==> config.mk <==
export PLATFORM = sky130hd
export DESIGN_NAME = cardcfg_regfile
export DESIGN_NICKNAME = d
export VERILOG_FILES = /design/src/rtl/cardcfg_pkg.sv /design/src/rtl/cardcfg_decode.sv /design/src/rtl/cardcfg_regs.sv /design/src/rtl/cardcfg_irq.sv /design/src/rtl/cardcfg_regfile.sv
export SDC_FILE = /design/constraint.sdc
export NUM_CORES = 1
export LEC_CHECK = 0
export BUFFER_PORTS_ARGS = -buffer_cell sky130_fd_sc_hd__buf_2
export CORE_MARGIN = 2
export CORE_UTILIZATION = 51
export DETAILED_ROUTE_END_ITERATION = 10
export GPL_TIMING_DRIVEN = 0
export PLACE_DENSITY_LB_ADDON = 0.05
export SLEW_MARGIN = 20
export SYNTH_ARGS = -nofsm -noshare
export SYNTH_HDL_FRONTEND = slang
export SYNTH_SLANG_ARGS = --single-unit
==> constraint.sdc <==
create_clock -name clk -period 2.1 [get_ports clk]
set_input_delay 0.105 -clock clk [delete_from_list [all_inputs] [get_ports clk]]
set_output_delay 0.105 -clock clk [all_outputs]
set_load 0.05 [all_outputs]
==> src/rtl/cardcfg_pkg.sv <==
package cardcfg_pkg;
    typedef enum logic [2:0] {
        SEL_TABLE,
        SEL_OPT,
        SEL_STAT,
        SEL_PINS,
        SEL_NONE
    } sel_e;

    typedef enum logic {
        S_RUN,
        S_SOFTRST
    } st_e;

    localparam logic [7:0] OPT_WMASK  = 8'hCF;
    localparam logic [7:0] STAT_KEEP  = 8'h82;
    localparam logic [7:0] STAT_LOAD  = 8'h74;
    localparam logic [7:0] PIN_CONST  = 8'h0C;
    localparam int         BIT_INT    = 1;
    localparam int         BIT_PWRDN  = 2;
    localparam int         BIT_READY  = 5;
    localparam int         BIT_OPTRST = 7;
endpackage

==> src/rtl/cardcfg_decode.sv <==
module cardcfg_decode
    import cardcfg_pkg::*;
#(
    parameter int ADDR_W    = 10,
    parameter int ATTR_BASE = 'h200,
    parameter int TABLE_LEN = 'h14A
) (
    input  logic [ADDR_W-1:0] addr,
    output sel_e              sel,
    output logic [7:0]        tbl_byte
);
    localparam logic [ADDR_W-1:0] BASE_V = ADDR_W'(ATTR_BASE);
    localparam logic [ADDR_W-1:0] TLEN_V = ADDR_W'(TABLE_LEN);

    logic [ADDR_W-1:0] off;

    always_comb begin
        off = addr - BASE_V;
        if (addr < BASE_V) begin
            sel = SEL_TABLE;
        end else begin
            unique case (off)
                ADDR_W'(0): sel = SEL_OPT;
                ADDR_W'(2): sel = SEL_STAT;
                ADDR_W'(4): sel = SEL_PINS;
                default:    sel = SEL_NONE;
            endcase
        end
    end

    always_comb begin
        if (addr < TLEN_V) tbl_byte = addr[7:0] * 8'd7 + 8'd3;
        else               tbl_byte = 8'h00;
    end

    // table region lies strictly below the attribute base
    always_comb begin
        a_table_region_r9: assert (!(addr < BASE_V) || sel == SEL_TABLE);
    end
endmodule

==> src/rtl/cardcfg_regs.sv <==
module cardcfg_regs
    import cardcfg_pkg::*;
(
    input  logic       clk,
    input  logic       rst_n,
    input  sel_e       sel,
    input  logic [7:0] tbl_byte,
    input  logic       rd,
    input  logic       wr,
    input  logic [7:0] wdata,
    input  logic       core_intrq,
    input  logic       devctl_ien,
    output logic [7:0] rdata,
    output logic [5:0] mode_sel,
    output logic       soft_rst,
    output logic       stat_int,
    output logic       opt_rst
);
    st_e        state, nxt;
    logic [7:0] opt_q;
    logic [7:0] stat_q;
    logic       ready_q;
    logic       mrdy_q;
    logic [7:0] rdata_q;

    // state register
    always_ff @(posedge clk or negedge rst_n) begin
        if (!rst_n) state <= S_RUN;
        else        state <= nxt;
    end

    always_comb begin
        nxt = state;
        unique case (state)
            S_RUN:     if (wr && sel == SEL_OPT && wdata[BIT_OPTRST]) nxt = S_SOFTRST;
            S_SOFTRST: nxt = S_RUN;
            default:   nxt = S_RUN;
        endcase
    end

    // register contents
    always_ff @(posedge clk or negedge rst_n) begin
        if (!rst_n) begin
            opt_q   <= '0;
            stat_q  <= '0;
            ready_q <= 1'b0;
            mrdy_q  <= 1'b0;
        end else begin
            unique case (state)
                S_RUN: begin
                    if (wr) begin
                        unique case (sel)
                            SEL_OPT: opt_q <= wdata & OPT_WMASK;
                            SEL_STAT: begin
                                if (stat_q[BIT_PWRDN] != wdata[BIT_PWRDN]) ready_q <= 1'b1;
                                stat_q <= (stat_q & STAT_KEEP) | (wdata & STAT_LOAD);
                            end
                            SEL_PINS: mrdy_q <= wdata[1];
                            default: ;
                        endcase
                    end
                end
                S_SOFTRST: begin
                    opt_q   <= '0;
                    stat_q  <= '0;
                    ready_q <= 1'b0;
                    mrdy_q  <= 1'b0;
                end
                default: ;
            endcase
            stat_q[BIT_INT] <= core_intrq;
        end
    end

    // read data register
    always_ff @(posedge clk or negedge rst_n) begin
        if (!rst_n) begin
            rdata_q <= '0;
        end else if (rd) begin
            unique case (sel)
                SEL_TABLE: rdata_q <= tbl_byte;
                SEL_OPT:   rdata_q <= opt_q;
                SEL_STAT:  rdata_q <= devctl_ien ? (stat_q & ~8'h02) : stat_q;
                SEL_PINS:  rdata_q <= {2'b00, ready_q, 5'b0} | PIN_CONST;
                default:   rdata_q <= 8'h00;
            endcase
        end
    end

    // outputs
    always_comb begin
        rdata    = rdata_q;
        mode_sel = opt_q[5:0];
        soft_rst = (state == S_SOFTRST);
        stat_int = stat_q[BIT_INT];
        opt_rst  = opt_q[BIT_OPTRST];
    end

    p_opt_mask_r1: assert property (@(posedge clk) disable iff (!rst_n)
        (state == S_RUN && wr && sel == SEL_OPT) |=> (opt_q == ($past(wdata) & OPT_WMASK)));

    p_softrst_clear_r2: assert property (@(posedge clk) disable iff (!rst_n)
        (state == S_SOFTRST) |=> (opt_q == 8'h00 && !ready_q && state == S_RUN));

    p_int_track_r3: assert property (@(posedge clk) disable iff (!rst_n)
        1'b1 |=> (stat_q[BIT_INT] == $past(core_intrq)));

    p_pwrdn_ready_r4: assert property (@(posedge clk) disable iff (!rst_n)
        (state == S_RUN && wr && sel == SEL_STAT && (stat_q[BIT_PWRDN] != wdata[BIT_PWRDN]))
        |=> ready_q);

    p_mrdy_load_r6: assert property (@(posedge clk) disable iff (!rst_n)
        (state == S_RUN && wr && sel == SEL_PINS) |=> (mrdy_q == $past(wdata[1])));
endmodule

==> src/rtl/cardcfg_irq.sv <==
module cardcfg_irq (
    input  logic clk,
    input  logic rst_n,
    input  logic stat_int,
    input  logic devctl_ien,
    input  logic devctl_srst,
    input  logic opt_rst,
    output logic card_irq
);
    logic irq_q;

    always_ff @(posedge clk or negedge rst_n) begin
        if (!rst_n) irq_q <= 1'b0;
        else        irq_q <= !(stat_int || devctl_ien || devctl_srst || opt_rst);
    end

    assign card_irq = irq_q;

    p_irq_blocked_r8: assert property (@(posedge clk) disable iff (!rst_n)
        (stat_int || devctl_ien || devctl_srst || opt_rst) |=> !card_irq);

    p_irq_raised_r8: assert property (@(posedge clk) disable iff (!rst_n)
        !(stat_int || devctl_ien || devctl_srst || opt_rst) |=> card_irq);
endmodule

==> src/rtl/cardcfg_regfile.sv <==
module cardcfg_regfile
    import cardcfg_pkg::*;
#(
    parameter int ADDR_W    = 10,
    parameter int ATTR_BASE = 'h200,
    parameter int TABLE_LEN = 'h14A
) (
    input  logic              clk,
    input  logic              rst_n,
    input  logic [ADDR_W-1:0] bus_addr,
    input  logic              bus_rd,
    input  logic              bus_wr,
    input  logic [7:0]        bus_wdata,
    output logic [7:0]        bus_rdata,
    input  logic              core_intrq,
    input  logic              devctl_ien,
    input  logic              devctl_srst,
    output logic [5:0]        mode_sel,
    output logic              soft_rst,
    output logic              card_irq
);
    sel_e       sel;
    logic [7:0] tbl_byte;
    logic       stat_int;
    logic       opt_rst;

    cardcfg_decode #(
        .ADDR_W   (ADDR_W),
        .ATTR_BASE(ATTR_BASE),
        .TABLE_LEN(TABLE_LEN)
    ) u_decode (
        .addr    (bus_addr),
        .sel     (sel),
        .tbl_byte(tbl_byte)
    );

    cardcfg_regs u_regs (
        .clk       (clk),
        .rst_n     (rst_n),
        .sel       (sel),
        .tbl_byte  (tbl_byte),
        .rd        (bus_rd),
        .wr        (bus_wr),
        .wdata     (bus_wdata),
        .core_intrq(core_intrq),
        .devctl_ien(devctl_ien),
        .rdata     (bus_rdata),
        .mode_sel  (mode_sel),
        .soft_rst  (soft_rst),
        .stat_int  (stat_int),
        .opt_rst   (opt_rst)
    );

    cardcfg_irq u_irq (
        .clk        (clk),
        .rst_n      (rst_n),
        .stat_int   (stat_int),
        .devctl_ien (devctl_ien),
        .devctl_srst(devctl_srst),
        .opt_rst    (opt_rst),
        .card_irq   (card_irq)
    );

    p_pulse_single_r2: assert property (@(posedge clk) disable iff (!rst_n)
        soft_rst |=> !soft_rst);

    p_rdata_hold_r10: assert property (@(posedge clk) disable iff (!rst_n)
        !bus_rd |=> $stable(bus_rdata));
endmodule

==> impl_metrics.tcl <==
set metrics [dict create \
    via_per_inst 5.317 \
    relSlewSlack 0.6604 \
    insertion_delay_ns 0.32 \
    cpPeakStageDelay_ns 0.56 \
    crit_type "input port to flip-flop" \
    vias 1441 \
    synthArstFlopShare 1.000 \
    core.rowCount 21 \
    fp.coreArea_sq_um 3311 \
    yosysMostFrequentCell "dfrtp_1" \
    grt_remaining_overflow 0 \
    grt_usage 0.1914 \
    synth_area_leaders "dfrtp_1 32%, ha_1 14%, fa_1 6.9%, mux2i_1 6.9%, inv_1 3.9%" \
    crit_path_top_delay_cell "fa_1" \
    postSynthAreaPerCell_sq_um 9.764 \
    placed_area_sq_um 2002 \
    numPortBuffers 38 \
    required_ns 2.32 \
    synthDistinctLibCells 40 \
    totalPowerFinal_w 0.001341 \
    maxCapViolCount 0 \
    cp.arrival_ns 2.23 \
    drv_slew 0 \
    grt_pass1_wl_um 6072 \
    yosys_register_bits 22 \
    hold_path.class "input port to flip-flop" \
    synth_edf_count 0 \
    max_freq_mhz 497.2 \
    period_needed_ns 2.011 \
    cp_max_fo 4 \
    clk_path_buf_depth 2 \
    cp_cell_sequence "buf_2 -> inv_1 -> fa_1 -> inv_1 -> ha_1 -> ha_4 -> o21ai_0 -> o21a_1 -> o21a_1 -> o21ai_1 -> a21oi_1" \
    combPwrFrac 0.408 \
    grt_max_degree 23 \
    dieArea_sq_um 3891 \
    dr.pass1.iters 4 \
    cts_tree "done" \
    netlist.area_leader.share 0.3168 \
    cp-start-kind "input port" \
    final_nets 276 \
    cts_buffers 3 \
    num_antenna_cells 0 \
    fp.dieH_um 62.38 \
    synth_seq_area_share 0.3168 \
    drc_errors 0 \
    drtAntennaViolNets 0 \
    vdd_drop_max_v 0.0004390 \
    fin_worst_skew_ns 0.004629 \
    internal-power_w 0.0008693 \
    n_fill_cell 295 \
    fin_area_sq_um 2140 \
    wl_per_cell_um 13.43 \
    synth_top_cell_by_area "dfrtp_1" \
    cts_sinks 22 \
    area_growth_pct 23.11 \
    worst_slew_pin_slew_ns 0.5094 \
    swShare 0.3518 \
    start_util 0.5249 \
    p_per_area_nw_per_um2 626.8 \
    antenna_found_initial 0 \
    cellLeakagePower_nw 1.177 \
    gp_congestion 0.8734 \
    synthFlopType "dfrtp_1" \
    place_hpwl_um 2866 \
    syn_inst 178 \
    regToRegSetupSlack_ns 0.79 \
    grt_setup_unrepaired "false" \
    drive_gt1_frac 0.2933 \
    setup_viol 0 \
    clockPowerShare 0.246 \
    grt_pass1_vias 1420 \
    final-hold-violation-count 0 \
    synth_common_cells "22 x dfrtp_1, 19 x ha_1, 18 x inv_1, 18 x nor2_1, 12 x mux2i_1" \
    yosys_warnings 0 \
    die_w_um 62.38 \
    seq_power_share 0.346 \
    drt_iter0_markers 33 \
    cts.clk_slew.worst_paths_ns 0.13 \
    wirelength_um 3639 \
    cp-end-kind "flip-flop" \
    outcome "finished, final reports clean" \
    root_buffer "clkbuf_4" \
    p_switching_w 0.0004718 \
    ios 41 \
    period_share 0.9577 \
    htree_levels 1 \
    post_cts_buffers 0 \
    synth_area_sq_um 1738 \
]
critical path, delay by kind of cell:
kind / cells / cell delay, ns
AOI/OAI and AO/OA: 5 / 0.67
adders and majority gates: 3 / 1.18
buffers and inverters: 3 / 0.28
power groups by stage:
stage | Clock, W | Sequential, W | Combinational [W]
after floorplan | 0 | 0.000553 | 0.000286
after global placement | 0 | 0.000471 | 0.000483
after detailed placement | 0 | 0.000473 | 0.000495
after CTS | 0.000338 | 0.000464 | 0.000508
after global routing | 0.000348 | 0.000467 | 0.000598
final | 0.000330 | 0.000464 | 0.000547
flip-flops by register name, summed over array words and instances (netlist names):
name and cells:
u_regs.rdata 8, u_regs.opt_q 6, u_regs.stat_q 5, u_irq.card_irq 1
u_regs.ready_q 1, u_regs.soft_rst 1
area by class of cell:
type / count / area (sq um) / area share
Timing Repair Buffer: 42 / 230.2 / 0.1076
Sequential cell: 22 / 550.5 / 0.2573
Inverter: 18 / 67.56 / 0.03158
Clock buffer: 3 / 22.52 / 0.01053
Tap cell: 46 / 57.56 / 0.02690
Buffer: 10 / 66.31 / 0.03099
Multi-Input combinational cell: 129 / 1115 / 0.5211
Clock inverter: 1 / 30.03 / 0.01404
stage by stage:
stage | worst slack, ns | setup TNS (ns) | util | cells | hold slack, ns
2_1_floorplan | 0.02232 | 0 | - | 179 | -0.1906
3_3_place_gp | -0.3127 | -0.9101 | 0.6047 | 263 | 0.09270
3_5_place_dp | -0.3726 | -1.030 | 0.6047 | 263 | 0.1089
4_1_cts | 0.02762 | 0 | 0.6342 | 271 | 0.01688
5_1_grt | 0.009620 | 0 | 0.6463 | 271 | 0.03364
6_report | 0.08886 | 0 | 0.6463 | 271 | 0.02071
logic make-up (layout without fill, tap and decap cells):
group,Yosys count,after routing,share of synthesized area
buf+inv,28,74,0.07703
compound gates,39,39,0.1569
mux,12,12,0.06912
xor+xnor,8,8,0.05328
flops,22,22,0.3168
other cells,1,2,0.002158
simple gates,43,43,0.1188
fa+ha+maj,25,25,0.2059
placed cells by master, fill, tap and decap left out, drive strengths merged, types with 8 or more instances in the layout:
| cell type | instances |
|---|---|
| dfrtp | 22 |
| nor2 | 18 |
| inv | 18 |
| o21ai | 8 |
| buf | 47 |
| nand2 | 11 |
| mux2i | 12 |
| ha | 19 |
routing by layer:
layer	wire length [um]	vias up	global-route usage
met2	1853	43	0.3533
li1	-	706	-
met1	1590	680	0.2323
met5	0	-	0
met3	127	12	0.01441
met4	67	0	0.07500
path summary, 6_finish.rpt:
kind | startpoint | end | depth (start not counted)
max | bus_addr[2] | u_regs.rdata[7]$_DFFE_PN0P_ | 11
min | bus_wdata[1] | u_regs.opt_q[1]$_DFFE_PN0P_ | 3
max reg2reg | u_regs.opt_q[7]$_DFFE_PN0P_ | u_irq.card_irq$_DFF_PN0_ | 2
min reg2reg | u_regs.soft_rst$_DFF_PN0_ | u_regs.soft_rst$_DFF_PN0_ | 1
max in group asynchronous | rst_n | u_regs.rdata[2]$_DFFE_PN0P_ | 2
min in group asynchronous | rst_n | u_regs.stat_q[4]$_DFFE_PN0P_ | 2
what timing repair did:
item	CTS	global route
pin swaps	0	2
resized for setup	1	6
hold endpoints to repair	24	0
hold buffers	4	0
setup endpoints to repair	1	3
(Power assumes the default switching activity.)
